[config.mk]
export PLATFORM = sky130hd
export DESIGN_NAME = acc_skip_core
export DESIGN_NICKNAME = d
export VERILOG_FILES = /design/src/rtl/acc_pkg.sv /design/src/rtl/acc_regbank.sv /design/src/rtl/acc_alu.sv /design/src/rtl/acc_pcseq.sv /design/src/rtl/acc_skip_core.sv
export SDC_FILE = /design/constraint.sdc
export NUM_CORES = 2
export LEC_CHECK = 0
export BUFFER_PORTS_ARGS = -buffer_cell sky130_fd_sc_hd__buf_2
export CAP_MARGIN = 20
export CORE_UTILIZATION = 35
export DETAILED_ROUTE_END_ITERATION = 8
export GPL_TIMING_DRIVEN = 0
export PLACE_DENSITY = 0.56
export SKIP_CTS_REPAIR_TIMING = 1
export SLEW_MARGIN = 20
export SYNTH_ARGS = -nofsm -noshare
export SYNTH_HDL_FRONTEND = slang
export SYNTH_SLANG_ARGS = --single-unit
[constraint.sdc]
create_clock -name clk -period 12.1 [get_ports clk]
set_input_delay 1.21 -clock clk [delete_from_list [all_inputs] [get_ports clk]]
set_output_delay 1.21 -clock clk [all_outputs]
set_load 0.005 [all_outputs]
[src/rtl/acc_pkg.sv]
package acc_pkg;
   typedef enum logic [2:0] {
      OP_INC  = 3'd0,
      OP_DSKP = 3'd1,
      OP_ISKP = 3'd2,
      OP_ORR  = 3'd3,
      OP_ORL  = 3'd4,
      OP_JMP  = 3'd5,
      OP_NA6  = 3'd6,
      OP_NA7  = 3'd7
   } op_e;

   typedef enum logic [1:0] {
      BUB_NONE = 2'd0,
      BUB_SKIP = 2'd1,
      BUB_JMP  = 2'd2
   } bub_e;
endpackage

[src/rtl/acc_regbank.sv]
module acc_regbank #(
   parameter int DW         = 8,
   parameter int AW         = 7,
   parameter bit CLR_ON_RST = 1'b1
) (
   input  logic          clk,
   input  logic          rst_n,
   input  logic [AW-1:0] raddr,
   output logic [DW-1:0] rdata,
   input  logic          we,
   input  logic [AW-1:0] waddr,
   input  logic [DW-1:0] wdata
);
   localparam int DEPTH = 1 << AW;

   if (DW < 1 || AW < 1) begin : g_bad_cfg
      $error("acc_regbank: widths must be positive");
   end

   logic [DW-1:0] mem [DEPTH];

   if (CLR_ON_RST) begin : g_clr
      always_ff @(posedge clk) begin
         if (!rst_n) begin
            for (int i = 0; i < DEPTH; i++) mem[i] <= '0;
         end else if (we) begin
            mem[waddr] <= wdata;
         end
      end
   end else begin : g_noclr
      always_ff @(posedge clk) begin
         if (we) mem[waddr] <= wdata;
      end
   end

   assign rdata = mem[raddr];
endmodule

[src/rtl/acc_alu.sv]
module acc_alu
   import acc_pkg::*;
#(
   parameter int DW = 8
) (
   input  op_e           op,
   input  logic [DW-1:0] f_val,
   input  logic [DW-1:0] w_val,
   input  logic [DW-1:0] lit,
   output logic [DW-1:0] res,
   output logic          zero,
   output logic          z_upd,
   output logic          reg_dst_ok,
   output logic          skip_op
);
   always_comb begin
      res        = w_val;
      z_upd      = 1'b0;
      reg_dst_ok = 1'b0;
      skip_op    = 1'b0;
      unique case (op)
         OP_INC:  begin res = f_val + 1'b1; z_upd = 1'b1; reg_dst_ok = 1'b1; end
         OP_ISKP: begin res = f_val + 1'b1; skip_op = 1'b1; reg_dst_ok = 1'b1; end
         OP_DSKP: begin res = f_val - 1'b1; skip_op = 1'b1; reg_dst_ok = 1'b1; end
         OP_ORR:  begin res = w_val | f_val; z_upd = 1'b1; reg_dst_ok = 1'b1; end
         OP_ORL:  begin res = w_val | lit;   z_upd = 1'b1; end
         default: ;
      endcase
   end

   assign zero = (res == '0);
endmodule

[src/rtl/acc_pcseq.sv]
module acc_pcseq #(
   parameter int PCW = 13
) (
   input  logic           clk,
   input  logic           rst_n,
   input  logic           advance,
   input  logic           load,
   input  logic [PCW-1:0] target,
   output logic [PCW-1:0] pc
);
   logic [PCW-1:0] pc_q;

   always_ff @(posedge clk) begin
      if (!rst_n)       pc_q <= '0;
      else if (load)    pc_q <= target;
      else if (advance) pc_q <= pc_q + 1'b1;
   end

   assign pc = pc_q;

   // one step per advance, modulo 2^PCW
   a_r8_pc_step: assert property (@(posedge clk) disable iff (!rst_n)
      (advance && !load) |=> (pc_q == PCW'($past(pc_q) + 1'b1)));

   // load wins and takes the target
   a_r6_pc_load: assert property (@(posedge clk) disable iff (!rst_n)
      load |=> (pc_q == $past(target)));
endmodule

[src/rtl/acc_skip_core.sv]
module acc_skip_core
   import acc_pkg::*;
#(
   parameter int DW      = 8,
   parameter int AW      = 7,
   parameter int PCW     = 13,
   parameter int IMMW    = 11,
   parameter int PAGE_LO = 3,
   parameter bit RF_CLR  = 1'b1
) (
   input  logic            clk,
   input  logic            rst_n,
   input  logic            ins_valid,
   input  logic [2:0]      ins_op,
   input  logic [AW-1:0]   ins_addr,
   input  logic            ins_dst,
   input  logic [IMMW-1:0] ins_lit,
   input  logic            page_we,
   input  logic [DW-1:0]   page_wdata,
   output logic [PCW-1:0]  pc_o,
   output logic [DW-1:0]   w_o,
   output logic            z_o,
   output logic            busy_o
);
   localparam int PGW = PCW - IMMW;

   if (PGW < 1 || PAGE_LO + PGW > DW || IMMW < DW) begin : g_bad_cfg
      $error("acc_skip_core: page field or immediate width out of range");
   end

   op_e           op;
   bub_e          bub_q, bub_d;
   logic          exec, is_jmp, skip_hit;
   logic [DW-1:0] f_val, res, w_q, page_q;
   logic          zero, z_upd, reg_dst_ok, skip_op, z_q;
   logic          rf_we, w_we;

   assign op     = op_e'(ins_op);
   assign exec   = ins_valid && (bub_q == BUB_NONE);
   assign is_jmp = exec && (op == OP_JMP);

   acc_regbank #(.DW(DW), .AW(AW), .CLR_ON_RST(RF_CLR)) u_rf (
      .clk(clk), .rst_n(rst_n),
      .raddr(ins_addr), .rdata(f_val),
      .we(rf_we), .waddr(ins_addr), .wdata(res));

   acc_alu #(.DW(DW)) u_alu (
      .op(op), .f_val(f_val), .w_val(w_q), .lit(ins_lit[DW-1:0]),
      .res(res), .zero(zero), .z_upd(z_upd),
      .reg_dst_ok(reg_dst_ok), .skip_op(skip_op));

   assign rf_we    = exec && reg_dst_ok && ins_dst;
   assign w_we     = exec && ((reg_dst_ok && !ins_dst) || (op == OP_ORL));
   assign skip_hit = exec && skip_op && zero;

   always_comb begin
      bub_d = BUB_NONE;
      if (is_jmp)        bub_d = BUB_JMP;
      else if (skip_hit) bub_d = BUB_SKIP;
   end

   always_ff @(posedge clk) begin
      if (!rst_n) begin
         w_q    <= '0;
         z_q    <= 1'b0;
         bub_q  <= BUB_NONE;
         page_q <= '0;
      end else begin
         if (w_we)           w_q <= res;
         if (exec && z_upd)  z_q <= zero;
         bub_q <= bub_d;
         if (page_we)        page_q <= page_wdata;
      end
   end

   acc_pcseq #(.PCW(PCW)) u_pc (
      .clk(clk), .rst_n(rst_n),
      .advance((exec && !is_jmp) || (bub_q == BUB_SKIP)),
      .load(is_jmp),
      .target({page_q[PAGE_LO +: PGW], ins_lit}),
      .pc(pc_o));

   assign w_o    = w_q;
   assign z_o    = z_q;
   assign busy_o = (bub_q != BUB_NONE);

   // a bubble never lasts more than one cycle
   a_r7_bubble_single: assert property (@(posedge clk) disable iff (!rst_n)
      busy_o |=> !busy_o);

   // W and Z frozen across a bubble
   a_r7_bubble_quiet: assert property (@(posedge clk) disable iff (!rst_n)
      busy_o |=> ($stable(w_o) && $stable(z_o)));

   // every accepted jump is followed by a bubble
   a_r6_jump_bubble: assert property (@(posedge clk) disable iff (!rst_n)
      (ins_valid && !busy_o && ins_op == 3'd5) |=> busy_o);

   // skip instructions leave Z alone
   a_r5_skip_keeps_z: assert property (@(posedge clk) disable iff (!rst_n)
      (ins_valid && !busy_o && (ins_op == 3'd1 || ins_op == 3'd2)) |=> $stable(z_o));

   // idle slot changes nothing visible
   a_r9_idle_hold: assert property (@(posedge clk) disable iff (!rst_n)
      (!ins_valid && !busy_o) |=> ($stable(pc_o) && $stable(w_o) && $stable(z_o)));

   // OR with immediate lands in W
   a_r4_orl_w: assert property (@(posedge clk) disable iff (!rst_n)
      (ins_valid && !busy_o && ins_op == 3'd4) |=>
         (w_o == ($past(w_o) | $past(ins_lit[DW-1:0]))));
endmodule

# --- Yosys cells after proc, flatten, opt, wreduce, memory -nomap -nowiden ---
# Memories as Yosys holds them, arrays and structs flattened.
# Index checks and enable logic that the tools add are counted.
# Widths: inputs -> output; s select.
op_classes:
  addsub: 3
  eq_ne: 6
  mux: 15
  bitwise: 3
  reduce_logical: 25
op_table:
  columns: ["op", "count"]
  rows:
  - ["$pmux 8 s4", 1]
  - ["$mux 13", 2]
  - ["$or 8x8->8", 2]
  - ["$add 13x1->13 const B", 1]
  - ["$logic_and 1x1->1", 10]
  - ["$mux 1", 9]
  - ["$add 8x1->8 const B", 1]
  - ["$logic_not 8->1", 1]
  - ["$mux 8", 1]
  - ["$reduce_or 8->1", 1]
  - ["$sub 8x1->8 const B", 1]
  - ["$mux 7", 1]
  - ["$eq 3x2->1 const B", 2]
  - ["$eq 3x3->1 const B", 2]
  - ["$reduce_or 2->1", 3]
  - ["$reduce_bool 2->1", 2]
  - ["$reduce_or 4->1", 1]
  - ["$eq 3x1->1 const B", 1]
  - ["$logic_not 3->1", 1]
  - ["$reduce_or 3->1", 1]
  - ["$eq 2x1->1 const B", 1]
  - ["$logic_not 1->1", 2]
  - ["$logic_not 2->1", 1]
  - ["$logic_or 1x1->1", 2]
  - ["2 further kinds", 2]
totals:
  regBits: 29
  mem_bits_rw: 1024
  in_bits: 34
  wordCells: 59
  mem_count: 1
mem_list:
  columns: ["name", "depth", "word_bits", "rd", "rd_ports_with_merged_regs", "write_ports", "line", "rtl"]
  rows:
  - ["u_rf.mem", 128, 8, 1, 0, 128, "acc_regbank.sv:20", "logic [DW-1:0] mem [DEPTH];"]

# --- Depth between registers and ports, before layout ---
depth:
  depth_word: 10
  depth_mapped: 24
  ltp_nobuf: 17

# --- Cells and area by module ---
# A second synthesis with hierarchy kept.
unflattened:
  hier_cells: 3174
  area_unflattened_um2: 49090.8
modules_own_cells:
  columns: ["mod", "instances", "cells_per_inst", "area_per_inst_um2"]
  rows:
  - ["acc_regbank", 1, 2932, 47152.7]
  - ["acc_pcseq", 1, 87, 743.2]
  - ["acc_alu", 1, 93, 623.1]
  - ["acc_skip_core", 1, 62, 571.8]

# --- Worst setup path before layout ---
# OpenSTA, ideal clock, no wires.
synth_path:
  kind: "input to register"
  start: "in ins_addr[0]"
  end: "mem u_rf.mem[103][6], data pin"
  setup_ns: 0.261
  t_arrival_ns: 5.247
  setup_slack_ns: 6.591
  path_stages: 18
  n_path_buf: 5
  cell_sequence: "buf_2 -> buf_2 -> buf_2 -> mux4_2 -> mux2i_1 -> o21ai_0 -> or4_1 -> a31o_2 -> fa_1 -> a21o_1 -> a21oi_1 -> o21bai_1 -> a21oi_1 -> xnor2_1 -> o221ai_1 -> clkbuf_1 -> buf_2 -> nor2_1"
synth_lines:
  columns: ["element", "line", "rtl"]
  rows:
  - ["start: declaration", "acc_skip_core.sv:15", "input logic [AW-1:0] ins_addr,"]
  - ["end: declaration", "acc_regbank.sv:20", null]

==> impl_metrics.tcl <==
set metrics [dict create \
    ctsHtreeMaxLevel 3 \
    critPathRequiredTime_ns 12.56 \
    layout_commonest_cell "nor2_1" \
    dieArea_sq_mm 0.1369 \
    hold_ws_ns 0.5018 \
    fin_skew_ns 0.04956 \
    syn_inst 3819 \
    setup_violations 0 \
    cts.sink_count 1050 \
    reg2reg_from "u_rf.mem[121][1]" \
    ys_seq_area_frac 0.6597 \
    track_usage 0.3312 \
    drive_above_1_share 0.1566 \
    period_needed_ns 9.128 \
    drc_errors 0 \
    setup.worst_path.end "u_rf.mem[41][5]" \
    ys.flop_type "edfxtp_1" \
    die_h_microns 370.0 \
    nNetsFinal 4039 \
    finalHoldViolCount 0 \
    p_leak_uw 0.01901 \
    antenna_found_initial 23 \
    ys_seq_elements 1050 \
    setup_tns_ns 0 \
    grt_pass1_wl_mm 303.5 \
    synth_area_per_cell_sq_um 12.41 \
    gp_congestion 1.059 \
    async_flop_share 0 \
    syn_to_final_growth_pct 13.36 \
    routedWlPerCell_microns 39.45 \
    fin_crit_sh 0.7544 \
    core_sq_mm 0.1340 \
    critPathKind "input port to register" \
    dr_total_vias 37500 \
    rr_worst_depth 16 \
    netlist_area_sq_mm 0.04740 \
    wirelength_mm 231.3 \
    clock.fmax_mhz 109.6 \
    critPathLaunch "ins_addr[0]" \
    slew_headroom 0.06480 \
    rows 134 \
    grt_overflow 0 \
    dieWidth_microns 370.0 \
    cp_max_fo 10 \
    ios 57 \
    power_density_mw_per_mm2 163.8 \
    tightest_slew_ns 1.403 \
    rsz0062_at_grt "false" \
    routed_via_density 6.396 \
    grt_max_degree 16 \
    critPathArrivalTime_ns 9.59 \
    clk_latency_ns 0.77 \
    ys_types 85 \
    hold_class "register to register" \
    final_cell_mix "nor2_1 (1120), edfxtp_1 (1024), nand2_1 (351)" \
    reg2reg_slack_ns 5.80 \
    numCtsBuffers 110 \
    dr.pass1.iters 6 \
    portBuffers 45 \
    outcome "complete, no violations" \
    critPathLaunchType "input port" \
    drtIter0Drc 7654 \
    ctsRootBufferMaster "clkbuf_16" \
    clock_path_buffers 3 \
    synth_nets 3861 \
    synth_warnings 0 \
    maxSlewViolCount 0 \
    grt_pass1_vias 34190 \
    final_antenna_net_count 0 \
    maxCapViolCount 0 \
    clkTransAtPathRegs_ns 0.06 \
    max-vdd-ir-drop_mv 0.1296 \
    hpwlAfterDp_mm 158.0 \
    reg2reg_to "u_rf.mem[103][4]" \
    end_kind "register" \
    tritoncts "yes" \
    start_util 0.3538 \
    synth-edff-count 1024 \
    finalPower_uw 8802 \
]
==> per-layer routing <==
metal  GRT usage  vias to the layer above  routed length (microns)
met1      0.4214                    18930                    83000
met2      0.4664                     3357                    95020
li1            -                    14370                        -
met4      0.2359                       20                    19660
met5    0.002797                        -                      186
met3      0.1167                      816                    33430
==> sequential cells by signal (all words and copies together) (netlist names) <==
register / count
u_pc.pc: 13
bub_q: 2
page_q: 2
z_o: 1
u_rf.mem: 1024
w_o: 8
==> synth_stat cells (44+ instances only) <==
cell      count  share of area
nand2_1     351          0.028
a21oi_1      82         0.0087
nor2_1     1121          0.089
mux2_2       61          0.014
mux4_2       97          0.046
edfxtp_1   1024           0.65
buf_2       131          0.014
nand3_1      44         0.0046
a221oi_1     75          0.014
mux2i_1     123          0.026
o21ai_0      80         0.0084
clkbuf_1    103         0.0082
a22oi_1      47         0.0074
==> power breakdown <==
part | switching, uW | internal, uW
Sequential | 43.2 | 4100
Clock | 1540 | 1870
Combinational | 976 | 269
==> worst min path at each step <==
stage / from / endpoint / slack, ns / cells after the start
global placement: u_pc.pc[12] / u_pc.pc[12] / 0.48 / 2
finish: u_pc.pc[12] / u_pc.pc[12] / 0.50 / 2
global route: w_o[6] / w_o[6] / 0.52 / 2
floorplan: u_pc.pc[12] / u_pc.pc[12] / 0.45 / 2
detailed placement: u_pc.pc[12] / u_pc.pc[12] / 0.48 / 2
CTS: u_pc.pc[12] / u_pc.pc[12] / 0.49 / 2
==> critical path: stages <==
cell	delay, ns
buf_2	0.33
buf_2	0.77
buf_4	0.51
buf_4	0.49
buf_2	0.70
buf_2	0.64
o221ai_1	0.28
a31oi_1	0.36
o21ai_0	0.16
a211oi_1	0.63
nand2_1	0.36
ha_1	0.46
nor2_1	0.06
mux2i_1	0.26
nor2_1	0.09
a22oi_1	0.19
o21ai_0	0.15
a21o_1	0.22
a311oi_2	0.74
buf_4	0.50
buf_4	0.29
nor2_1	0.06
==> cell type report <==
| type | count | area [sq um] |
|---|---|---|
| multi-input combinational | 2444 | 14550 |
| fill | 12800 | 80230 |
| clock buffer | 129 | 2888 |
| timing repair buffer | 66 | 511.7 |
| buffer | 303 | 1620 |
| tap | 1768 | 2212 |
| antenna | 9 | 22.52 |
| clock inverter | 72 | 576.8 |
| inverter | 22 | 82.58 |
| sequential | 1050 | 31270 |
==> metrics by stage <==
step	std cells	instance area, sq um	setup WS [ns]	util
final	5863	53730	2.972	0.4011
after floorplan	3819	47400	6.591	-
after CTS	5850	53660	3.472	0.4006
after global placement	5632	49840	1.942	0.3720
after global routing	5854	53710	3.358	0.4009
after detailed placement	5649	50200	2.699	0.3747
==> logic make-up (layout without fill, tap and decap cells) <==
group | Yosys count | count (layout) | synth area share
AND/OR/NAND/NOR | 1657 | 1657 | 0.1403
multiplexers | 287 | 287 | 0.08798
XOR/XNOR | 4 | 4 | 0.0007393
adder cells (fa/ha/maj) | 8 | 8 | 0.002270
other | 0 | 9 | 0
flip-flops | 1050 | 1050 | 0.6597
AO/OA/AOI/OAI | 488 | 488 | 0.07423
buffers and inverters | 325 | 592 | 0.03474
(Power assumes the default switching activity.)
